**config.mk**
```make
export PLATFORM = sky130hd
export DESIGN_NAME = pwr_mode_ctrl
export DESIGN_NICKNAME = d
export VERILOG_FILES = /design/src/rtl/pmc_pkg.sv /design/src/rtl/pmc_req_decode.sv /design/src/rtl/pmc_fsm.sv /design/src/rtl/pmc_gate_decode.sv /design/src/rtl/pwr_mode_ctrl.sv
export SDC_FILE = /design/constraint.sdc
export NUM_CORES = 1
export LEC_CHECK = 0
export CAP_MARGIN = 20
export CORE_AREA = 5 5 42 44
export CTS_CLUSTER_SIZE = 28
export DETAILED_ROUTE_END_ITERATION = 8
export DIE_AREA = 0 0 47 49
export HOLD_SLACK_MARGIN = 0.1
export SYNTH_ARGS = -nofsm -noshare
export SYNTH_HDL_FRONTEND = slang
export SYNTH_HIERARCHICAL = 1
export SYNTH_SLANG_ARGS = --single-unit
```
**constraint.sdc**
```tcl
create_clock -name clk -period 1.7 [get_ports clk]
set_input_delay 0.51 -clock clk [delete_from_list [all_inputs] [get_ports clk]]
set_output_delay 0.51 -clock clk [all_outputs]
set_load 0.01 [all_outputs]
```
**src/rtl/pmc_pkg.sv**
```systemverilog
// Package: shared types for the low-power mode controller.
// Assumes: a two-bit software mode code; state order has no external meaning.
package pmc_pkg;

    localparam int MODE_W = 2;

    // Software mode codes (values are part of the block's contract).
    typedef enum logic [MODE_W-1:0] {
        MODE_NONE    = 2'b00,
        MODE_NAP     = 2'b01,
        MODE_SLEEP   = 2'b10,
        MODE_PLL_OFF = 2'b11
    } pmc_mode_e;

    // Controller states.
    typedef enum logic [2:0] {
        ST_RUN     = 3'd0,
        ST_NAP_Q   = 3'd1,
        ST_NAP     = 3'd2,
        ST_DOZE    = 3'd3,
        ST_SLP_Q   = 3'd4,
        ST_SLEEP   = 3'd5,
        ST_PLL_OFF = 3'd6
    } pmc_state_e;

    // Output enable bundle.
    typedef struct packed {
        logic timer;
        logic fetch;
        logic unit;
        logic snoop;
        logic pll;
        logic qreq;
    } pmc_gate_t;

endpackage

```
**src/rtl/pmc_req_decode.sv**
```systemverilog
// Module: pmc_req_decode
// Turns the raw mode code and wake lines into one-hot intent flags.
// Assumes: inputs are already synchronous to clk.
module pmc_req_decode
    import pmc_pkg::*;
#(
    parameter int WAKE_W = 4
) (
    input  logic [MODE_W-1:0] mode_req,
    input  logic [WAKE_W-1:0] wake_evt,
    output logic              want_nap,
    output logic              want_sleep,
    output logic              want_pll_off,
    output logic              wake_any
);

    logic [WAKE_W:0] wake_chain;

    // Ripple OR over the wake lines, one stage per line.
    assign wake_chain[0] = 1'b0;
    for (genvar g = 0; g < WAKE_W; g++) begin : g_wake
        assign wake_chain[g+1] = wake_chain[g] | wake_evt[g];
    end
    assign wake_any = wake_chain[WAKE_W];

    // Decode the mode code into individual requests.
    always_comb begin
        want_nap     = 1'b0;
        want_sleep   = 1'b0;
        want_pll_off = 1'b0;
        case (pmc_mode_e'(mode_req))
            MODE_NAP:     want_nap     = 1'b1;
            MODE_SLEEP:   want_sleep   = 1'b1;
            MODE_PLL_OFF: want_pll_off = 1'b1;
            default:      ;
        endcase
    end

    // At most one request is decoded at a time.
    always_comb begin
        a_onehot_req_r11: assert ($countones({want_nap, want_sleep, want_pll_off}) <= 1);
    end

endmodule

```
**src/rtl/pmc_fsm.sv**
```systemverilog
// Module: pmc_fsm
// Holds the power state and applies the handshake and wake rules.
// Assumes: wake has priority over every other input in a stop state;
// the PLL-off state is left only through reset.
module pmc_fsm
    import pmc_pkg::*;
(
    input  logic       clk,
    input  logic       rst_n,
    input  logic       want_nap,
    input  logic       want_sleep,
    input  logic       want_pll_off,
    input  logic       wake_any,
    input  logic       qack,
    input  logic       snoop_busy,
    output pmc_state_e state
);

    pmc_state_e state_nx;

    // Next-state selection.
    always_comb begin
        state_nx = state;
        case (state)
            ST_RUN: begin
                if (want_nap)        state_nx = ST_NAP_Q;
                else if (want_sleep) state_nx = ST_SLP_Q;
            end
            ST_NAP_Q: begin
                if (wake_any)  state_nx = ST_RUN;
                else if (qack) state_nx = ST_NAP;
            end
            ST_NAP: begin
                if (wake_any)   state_nx = ST_RUN;
                else if (!qack) state_nx = ST_DOZE;
            end
            ST_DOZE: begin
                if (wake_any)                 state_nx = ST_RUN;
                else if (qack && !snoop_busy) state_nx = ST_NAP;
            end
            ST_SLP_Q: begin
                if (wake_any)  state_nx = ST_RUN;
                else if (qack) state_nx = ST_SLEEP;
            end
            ST_SLEEP: begin
                if (wake_any)          state_nx = ST_RUN;
                else if (want_pll_off) state_nx = ST_PLL_OFF;
            end
            ST_PLL_OFF: state_nx = ST_PLL_OFF;
            default:    state_nx = ST_RUN;
        endcase
    end

    // State register with synchronous reset.
    always_ff @(posedge clk) begin
        if (!rst_n) state <= ST_RUN;
        else        state <= state_nx;
    end

    // Clocks are gated only after an acknowledge.
    p_gate_after_ack_r3: assert property (@(posedge clk) disable iff (!rst_n)
        (state inside {ST_NAP, ST_SLEEP} && $past(state) inside {ST_NAP_Q, ST_SLP_Q})
        |-> $past(qack));

    // Wake returns any stop state except PLL-off to run.
    p_wake_to_run_r8: assert property (@(posedge clk) disable iff (!rst_n)
        (wake_any && state != ST_RUN && state != ST_PLL_OFF) |=> state == ST_RUN);

    // PLL-off is left only through reset.
    p_pll_off_sticky_r9: assert property (@(posedge clk) disable iff (!rst_n)
        state == ST_PLL_OFF |=> state == ST_PLL_OFF);

    // Doze is held while a snoop is in progress.
    p_doze_hold_r5: assert property (@(posedge clk) disable iff (!rst_n)
        (state == ST_DOZE && snoop_busy && !wake_any) |=> state == ST_DOZE);

    // PLL-off is reached only from the deep stop.
    p_pll_off_entry_r7: assert property (@(posedge clk) disable iff (!rst_n)
        (state == ST_PLL_OFF && $past(state) != ST_PLL_OFF) |-> $past(state) == ST_SLEEP);

endmodule

```
**src/rtl/pmc_gate_decode.sv**
```systemverilog
// Module: pmc_gate_decode
// Maps the power state onto the clock, snoop, PLL and quiesce outputs.
// Assumes: purely a function of state, so outputs follow state in the same cycle.
module pmc_gate_decode
    import pmc_pkg::*;
(
    input  logic       clk,
    input  logic       rst_n,
    input  pmc_state_e state,
    output pmc_gate_t  gate
);

    // Per-state enable table.
    always_comb begin
        gate = '{timer: 1'b1, fetch: 1'b1, unit: 1'b1, snoop: 1'b1, pll: 1'b1, qreq: 1'b0};
        case (state)
            ST_RUN: ;
            ST_NAP_Q, ST_SLP_Q: begin
                gate.fetch = 1'b0;
                gate.qreq  = 1'b1;
            end
            ST_NAP: begin
                gate.fetch = 1'b0;
                gate.unit  = 1'b0;
                gate.snoop = 1'b0;
                gate.qreq  = 1'b1;
            end
            ST_DOZE: begin
                gate.fetch = 1'b0;
                gate.unit  = 1'b0;
                gate.qreq  = 1'b1;
            end
            ST_SLEEP: begin
                gate.timer = 1'b0;
                gate.fetch = 1'b0;
                gate.unit  = 1'b0;
                gate.snoop = 1'b0;
                gate.qreq  = 1'b1;
            end
            ST_PLL_OFF: begin
                gate.timer = 1'b0;
                gate.fetch = 1'b0;
                gate.unit  = 1'b0;
                gate.snoop = 1'b0;
                gate.pll   = 1'b0;
                gate.qreq  = 1'b1;
            end
            default: ;
        endcase
    end

    // Fetch never runs while a quiesce is requested.
    p_fetch_vs_qreq_r2: assert property (@(posedge clk) disable iff (!rst_n)
        gate.fetch |-> !gate.qreq);

    // Snooping is off in the deep stop.
    p_sleep_no_snoop_r10: assert property (@(posedge clk) disable iff (!rst_n)
        state == ST_SLEEP |-> !gate.snoop);

    // The PLL request drops only when leaving the deep stop.
    p_pll_drop_r7: assert property (@(posedge clk) disable iff (!rst_n)
        $fell(gate.pll) |-> $past(state) == ST_SLEEP);

endmodule

```
**src/rtl/pwr_mode_ctrl.sv**
```systemverilog
// Module: pwr_mode_ctrl (top)
// Low-power mode controller: request decode, state machine, output decode.
// Assumes: all inputs synchronous to clk; reset is synchronous and active low.
module pwr_mode_ctrl
    import pmc_pkg::*;
#(
    parameter int WAKE_W = 4
) (
    input  logic              clk,
    input  logic              rst_n,
    input  logic [1:0]        mode_req,
    input  logic [WAKE_W-1:0] wake_evt,
    input  logic              qack,
    input  logic              snoop_busy,
    output logic              timer_clk_en,
    output logic              fetch_clk_en,
    output logic              unit_clk_en,
    output logic              snoop_en,
    output logic              pll_en,
    output logic              qreq
);

    logic       want_nap, want_sleep, want_pll_off, wake_any;
    pmc_state_e state;
    pmc_gate_t  gate;

    pmc_req_decode #(.WAKE_W(WAKE_W)) u_req (
        .mode_req     (mode_req),
        .wake_evt     (wake_evt),
        .want_nap     (want_nap),
        .want_sleep   (want_sleep),
        .want_pll_off (want_pll_off),
        .wake_any     (wake_any)
    );

    pmc_fsm u_fsm (
        .clk          (clk),
        .rst_n        (rst_n),
        .want_nap     (want_nap),
        .want_sleep   (want_sleep),
        .want_pll_off (want_pll_off),
        .wake_any     (wake_any),
        .qack         (qack),
        .snoop_busy   (snoop_busy),
        .state        (state)
    );

    pmc_gate_decode u_gate (
        .clk   (clk),
        .rst_n (rst_n),
        .state (state),
        .gate  (gate)
    );

    // Drive the ports from the enable bundle.
    assign timer_clk_en = gate.timer;
    assign fetch_clk_en = gate.fetch;
    assign unit_clk_en  = gate.unit;
    assign snoop_en     = gate.snoop;
    assign pll_en       = gate.pll;
    assign qreq         = gate.qreq;

    // After reset release, the first cycle shows run outputs.
    p_reset_run_r1: assert property (@(posedge clk)
        $past(!rst_n) |-> (fetch_clk_en && unit_clk_en && pll_en && !qreq));

endmodule

```
Word level (Yosys, flattened, before mapping)
Cells that the tools add are included.
Widths: inputs -> output; s select.
{ "word_totals": {"regBits": 3, "input_bits": 10, "elab_cells": 49} }
{ "op_classes": {"eq_ne": 15, "muxes": 22, "n_bitwise": 3, "reduce_logical": 8} }
{ "ops": {"columns": ["operator", "count"], "rows": [
  ["$mux 3", 12],
  ["$pmux 3 s7", 1],
  ["$eq 3x3->1 const B", 3],
  ["$mux 1", 9],
  ["$ne 3x1->1 const B", 3],
  ["$ne 3x2->1 const B", 3],
  ["$eq 3x2->1 const B", 2],
  ["$reduce_and 6->1", 1],
  ["$reduce_or 6->1", 1],
  ["$eq 2x2->1 const B", 2],
  ["$reduce_or 4->1", 1],
  ["$eq 3x1->1 const B", 1],
  ["$logic_not 3->1", 1],
  ["$or 1x1->1", 3],
  ["$reduce_or 3->1", 1],
  ["$eq 2x1->1 const B", 1],
  ["$reduce_or 2->1", 1],
  ["$logic_and 1x1->1", 1],
  ["$logic_not 1->1", 1]
]} }

Depth between registers and ports, before layout
{ "depth": {"word_depth": 5, "ltp_mapped": 5, "ltp_nobuf": 5} }

Cells and area by module
The synthesis kept the hierarchy.
{ "modules_own_cells": {"columns": ["mod", "n_inst", "cells_per_inst", "area_each_um2", "seq_area_each_um2"], "rows": [
  ["pmc_fsm", 1, 32, 261.5, 60.1],
  ["pmc_gate_decode", 1, 11, 70.1, 0.0],
  ["pmc_req_decode", 1, 4, 26.3, 0.0]
]} }

Worst setup path before layout
OpenSTA, ideal clock, no wires.
{ "synth_path": {"path_kind": "input port to flip-flop", "from": "input wake_evt[2]", "to": "register u_fsm.state[0]", "setup_ns": 0.072, "arrival_time_ns": 1.663, "path_slack_ns": -0.034, "path_stages": 5, "n_path_buf": 0, "path_cell_list": "or4_1 -> nor2_1 -> a32oi_1 -> o31ai_2 -> mux2i_1"} }
{ "synth_between": {"elab_chain_len": 4} }
{ "synth_rtl": {"columns": ["item", "line", "source"], "rows": [
  ["from (decl)", "pwr_mode_ctrl.sv:12", "input logic [WAKE_W-1:0] wake_evt,"],
  ["$or 1x1->1 (*) (2 in a row)", "pmc_req_decode.sv:22", "assign wake_chain[g+1] = wake_chain[g] | wake_evt[g];"],
  ["$ne 3x1->1 (no line), or another cell as far along", null, null],
  ["$reduce_and 6->1 (no line) / $pmux 3 s7 (equally long branches)", null, null],
  ["to (signal assigned)", "pmc_fsm.sv:57", "else state <= state_nx;"],
  ["to (decl)", "pmc_fsm.sv:16", "output pmc_state_e state"]
]} }
Every way passes the cells marked *; elsewhere a longest branch is shown, timed or not.
A chain may end at the register's enable or synchronous reset.

Final worst setup path
{ "layout_path": {"from": "register u_fsm.state[2]", "to": "output qreq"} }
{ "layout_between": {"elab_chain_len": 3} }
{ "layout_rtl": {"columns": ["item", "line", "source"], "rows": [
  ["$eq 3x3->1, or another cell as far along", "pmc_gate_decode.sv:16", "case (state)"],
  ["$reduce_or 6->1 (no line) (*)", null, null],
  ["$mux 1 (*)", "pmc_gate_decode.sv:16", null],
  ["to (decl)", "pwr_mode_ctrl.sv:20", "output logic qreq"]
]} }
Marked as above.

==> results.cfg <==
[cells_and_area]
largest_register = u_fsm/state
final_area_um2 = 598
area_growth_pct = 67.1
final_cell_mix = buf_4 (8), nand2_1 (6), clkdlybuf4s50_1 (5), mux2i_1 (4)
drive_gt1_share_pct = 38.6
stdcell_count = 86
nNetsFinal = 81
antenna_cells = 0
largest_reg_flops = 3
final_util_pct = 42.7
largestRegisters = u_fsm/state: 3 flops
layout_commonest_cell = buf_4

[global_route]
antenna_found_initial = 0
grt_pass1_vias = 343
grt_overflow = 0
grt_max_degree = 11
grt_pass1_wl_um = 1230
gr-usage-all-layers_pct = 7.02

[floorplan]
io_pins = 16
rows = 14
initial_core_util_pct = 25.5
die_w_um = 47
die-area_um2 = 2300
die_h_um = 49
core_area_um2 = 1400

[yosys]
ys_types = 26
synth-seq-area-share_pct = 16.8
netlist_area_um2 = 358
yosys.area.top_type = dfxtp_1
synthArstFlopShare_pct = 0
synth_warnings = 6
synth_top_area_share_pct = 16.8
synth_seq_cells = 3
synth-main-ff-cell = dfxtp_1
syn_nets = 57
synthTopCellsByArea = dfxtp_1 (17%), mux2i_1 (11%), nand2_1 (6.3%)
synthCells = 47
synth_edf_count = 0
syn_area_per_cell_um2 = 7.61

[drt]
routed_via_density = 4.70
wl_per_cell_um = 10.1
ant_nets = 0
wl_um = 869
vias = 404
dr.pass1.iters = 3
drtIter0Drc = 1
drc = 0

[sta]
worst_pin_slew_ns = 0.313
timing.final.crit_share_pct = 100
period_needed_ns = 1.70
finClkSkew_ns = 0.00528
hold_violations = 0
maxSlewViolCount = 0
fin_setup_tns_ns = -0.00255
rsz0062_at_grt = yes
slew_headroom_pct = 79.0
max_freq_mhz = 587
setup_viol = 1
hold_slack_ns = 0.661
worst_slack_ns = -0.00255

[critical_path]
crit_fanout = 4
setup.worst_path.start_class = flip-flop
cp_cell_sequence = or3_4, and2_4, buf_6
r2r_setup_slack_ns = 0.24
cp_slowest_cell = or3_4
crit_required_ns = 1.19
cpPeakStageDelay_ns = 0.38
worstReg2RegEnd = u_fsm/state[0]$_SDFFE_PN0P_
cp-endpoint = qreq
r2r-start = u_fsm/state[1]$_SDFFE_PN0P_
worstSetupEndpointType = output port
startpoint = u_fsm/state[2]$_SDFFE_PN0P_
r2r_cells = 6
worstPathArrival_ns = 1.19
path_class = reg -> out

[placed_design]
pre_cts_ws_ns = -0.381
io_buffers = 15
placed_area_um2 = 566
hpwl_um = 643
place_inst = 82
gp_congestion = 0.841

[power]
power.density_nw_per_um2 = 542
irDropWorstVdd_uv = 365
leakage_nw = 0.240
finalPower_mw = 0.324

[run]
maxCapViolations = 0

[clocking]
cts_setup_buffers = 0
cts_tree = built
cts_buffers = 3
postCtsHoldBufs = 0
cts_max_level = 1
insertion_delay_ns = 0.24
clockRootBuffer = clkbuf_4
path_clk_slew_ns = 0.04
cts_buffer_depth = 2
cts.sinks = 3

[hold_path]
hold_path_class = reg -> reg

[outcome]
violations = negative setup slack
status = finished with violations
cell families after synthesis:
kind of cell           count (synthesis)  synth area share [%]
AO/OA/AOI/OAI                          9                  18.5
flip-flops                             3                  16.8
buffers and inverters                  7                  11.2
XOR/XNOR                               2                  4.90
AND/OR/NAND/NOR                       21                  34.3
multiplexers                           5                  14.3
cell type report:
type	instances	area (um2)
Sequential cell	3	63.8
Timing Repair Buffer	23	193
Clock buffer	4	26.3
Multi-Input combinational cell	37	284
Tap cell	16	20.0
Fill cell	161	803
Inverter	3	11.3
routing by layer:
layer | vias to the layer above | track usage (%) | part of all wire [%]
li1 | 210 | - | -
met1 | 173 | 8.28 | 39
met2 | 19 | 11.3 | 48
met3 | 2 | 2.21 | 10
met4 | 0 | 2.76 | 1.8
met5 | - | 0 | 0
power breakdown:
group | internal [mW] | switching, mW | leakage [nW] | total [mW]
registers | 0.0753 | 0.00410 | 0.0258 | 0.0794
logic | 0.0667 | 0.0487 | 0.200 | 0.115
clock network | 0.0882 | 0.0412 | 0.0150 | 0.129
cells in the mapped netlist (2+ instances only):
| cell | number |
|---|---|
| nand2_1 | 6 |
| mux2i_1 | 4 |
| dfxtp_1 | 3 |
| inv_1 | 3 |
| nor2_1 | 3 |
| o21ai_0 | 3 |
| and2_1 | 2 |
| clkbuf_2 | 2 |
| nand3_1 | 2 |
| nor2b_1 | 2 |
| xor2_1 | 2 |
critical path, delay by kind of cell, from the launching register on:
| family | cells | cell delay [ns] |
|---|---|---|
| flops | 1 | 0.32 |
| simple gates | 2 | 0.52 |
| buf+inv | 1 | 0.11 |
worst min path at each step:
stage	start	to	slack, ns	cells past startpoint
floorplan	u_fsm/state[1]$_SDFFE_PN0P_	u_fsm/state[1]$_SDFFE_PN0P_	0.62	3
global placement	u_fsm/state[0]$_SDFFE_PN0P_	u_fsm/state[0]$_SDFFE_PN0P_	0.65	3
detailed placement	u_fsm/state[0]$_SDFFE_PN0P_	u_fsm/state[0]$_SDFFE_PN0P_	0.68	3
CTS	u_fsm/state[0]$_SDFFE_PN0P_	u_fsm/state[0]$_SDFFE_PN0P_	0.66	3
global route	u_fsm/state[0]$_SDFFE_PN0P_	u_fsm/state[0]$_SDFFE_PN0P_	0.69	3
finish	u_fsm/state[0]$_SDFFE_PN0P_	u_fsm/state[0]$_SDFFE_PN0P_	0.66	3
what timing repair did:
action,in CTS,in global routing
cloned,0,0
setup endpoints to repair,9,6
pin swaps,4,3
gates resized for setup,21,10
Note: power is estimated with default switching activity, not from simulation.
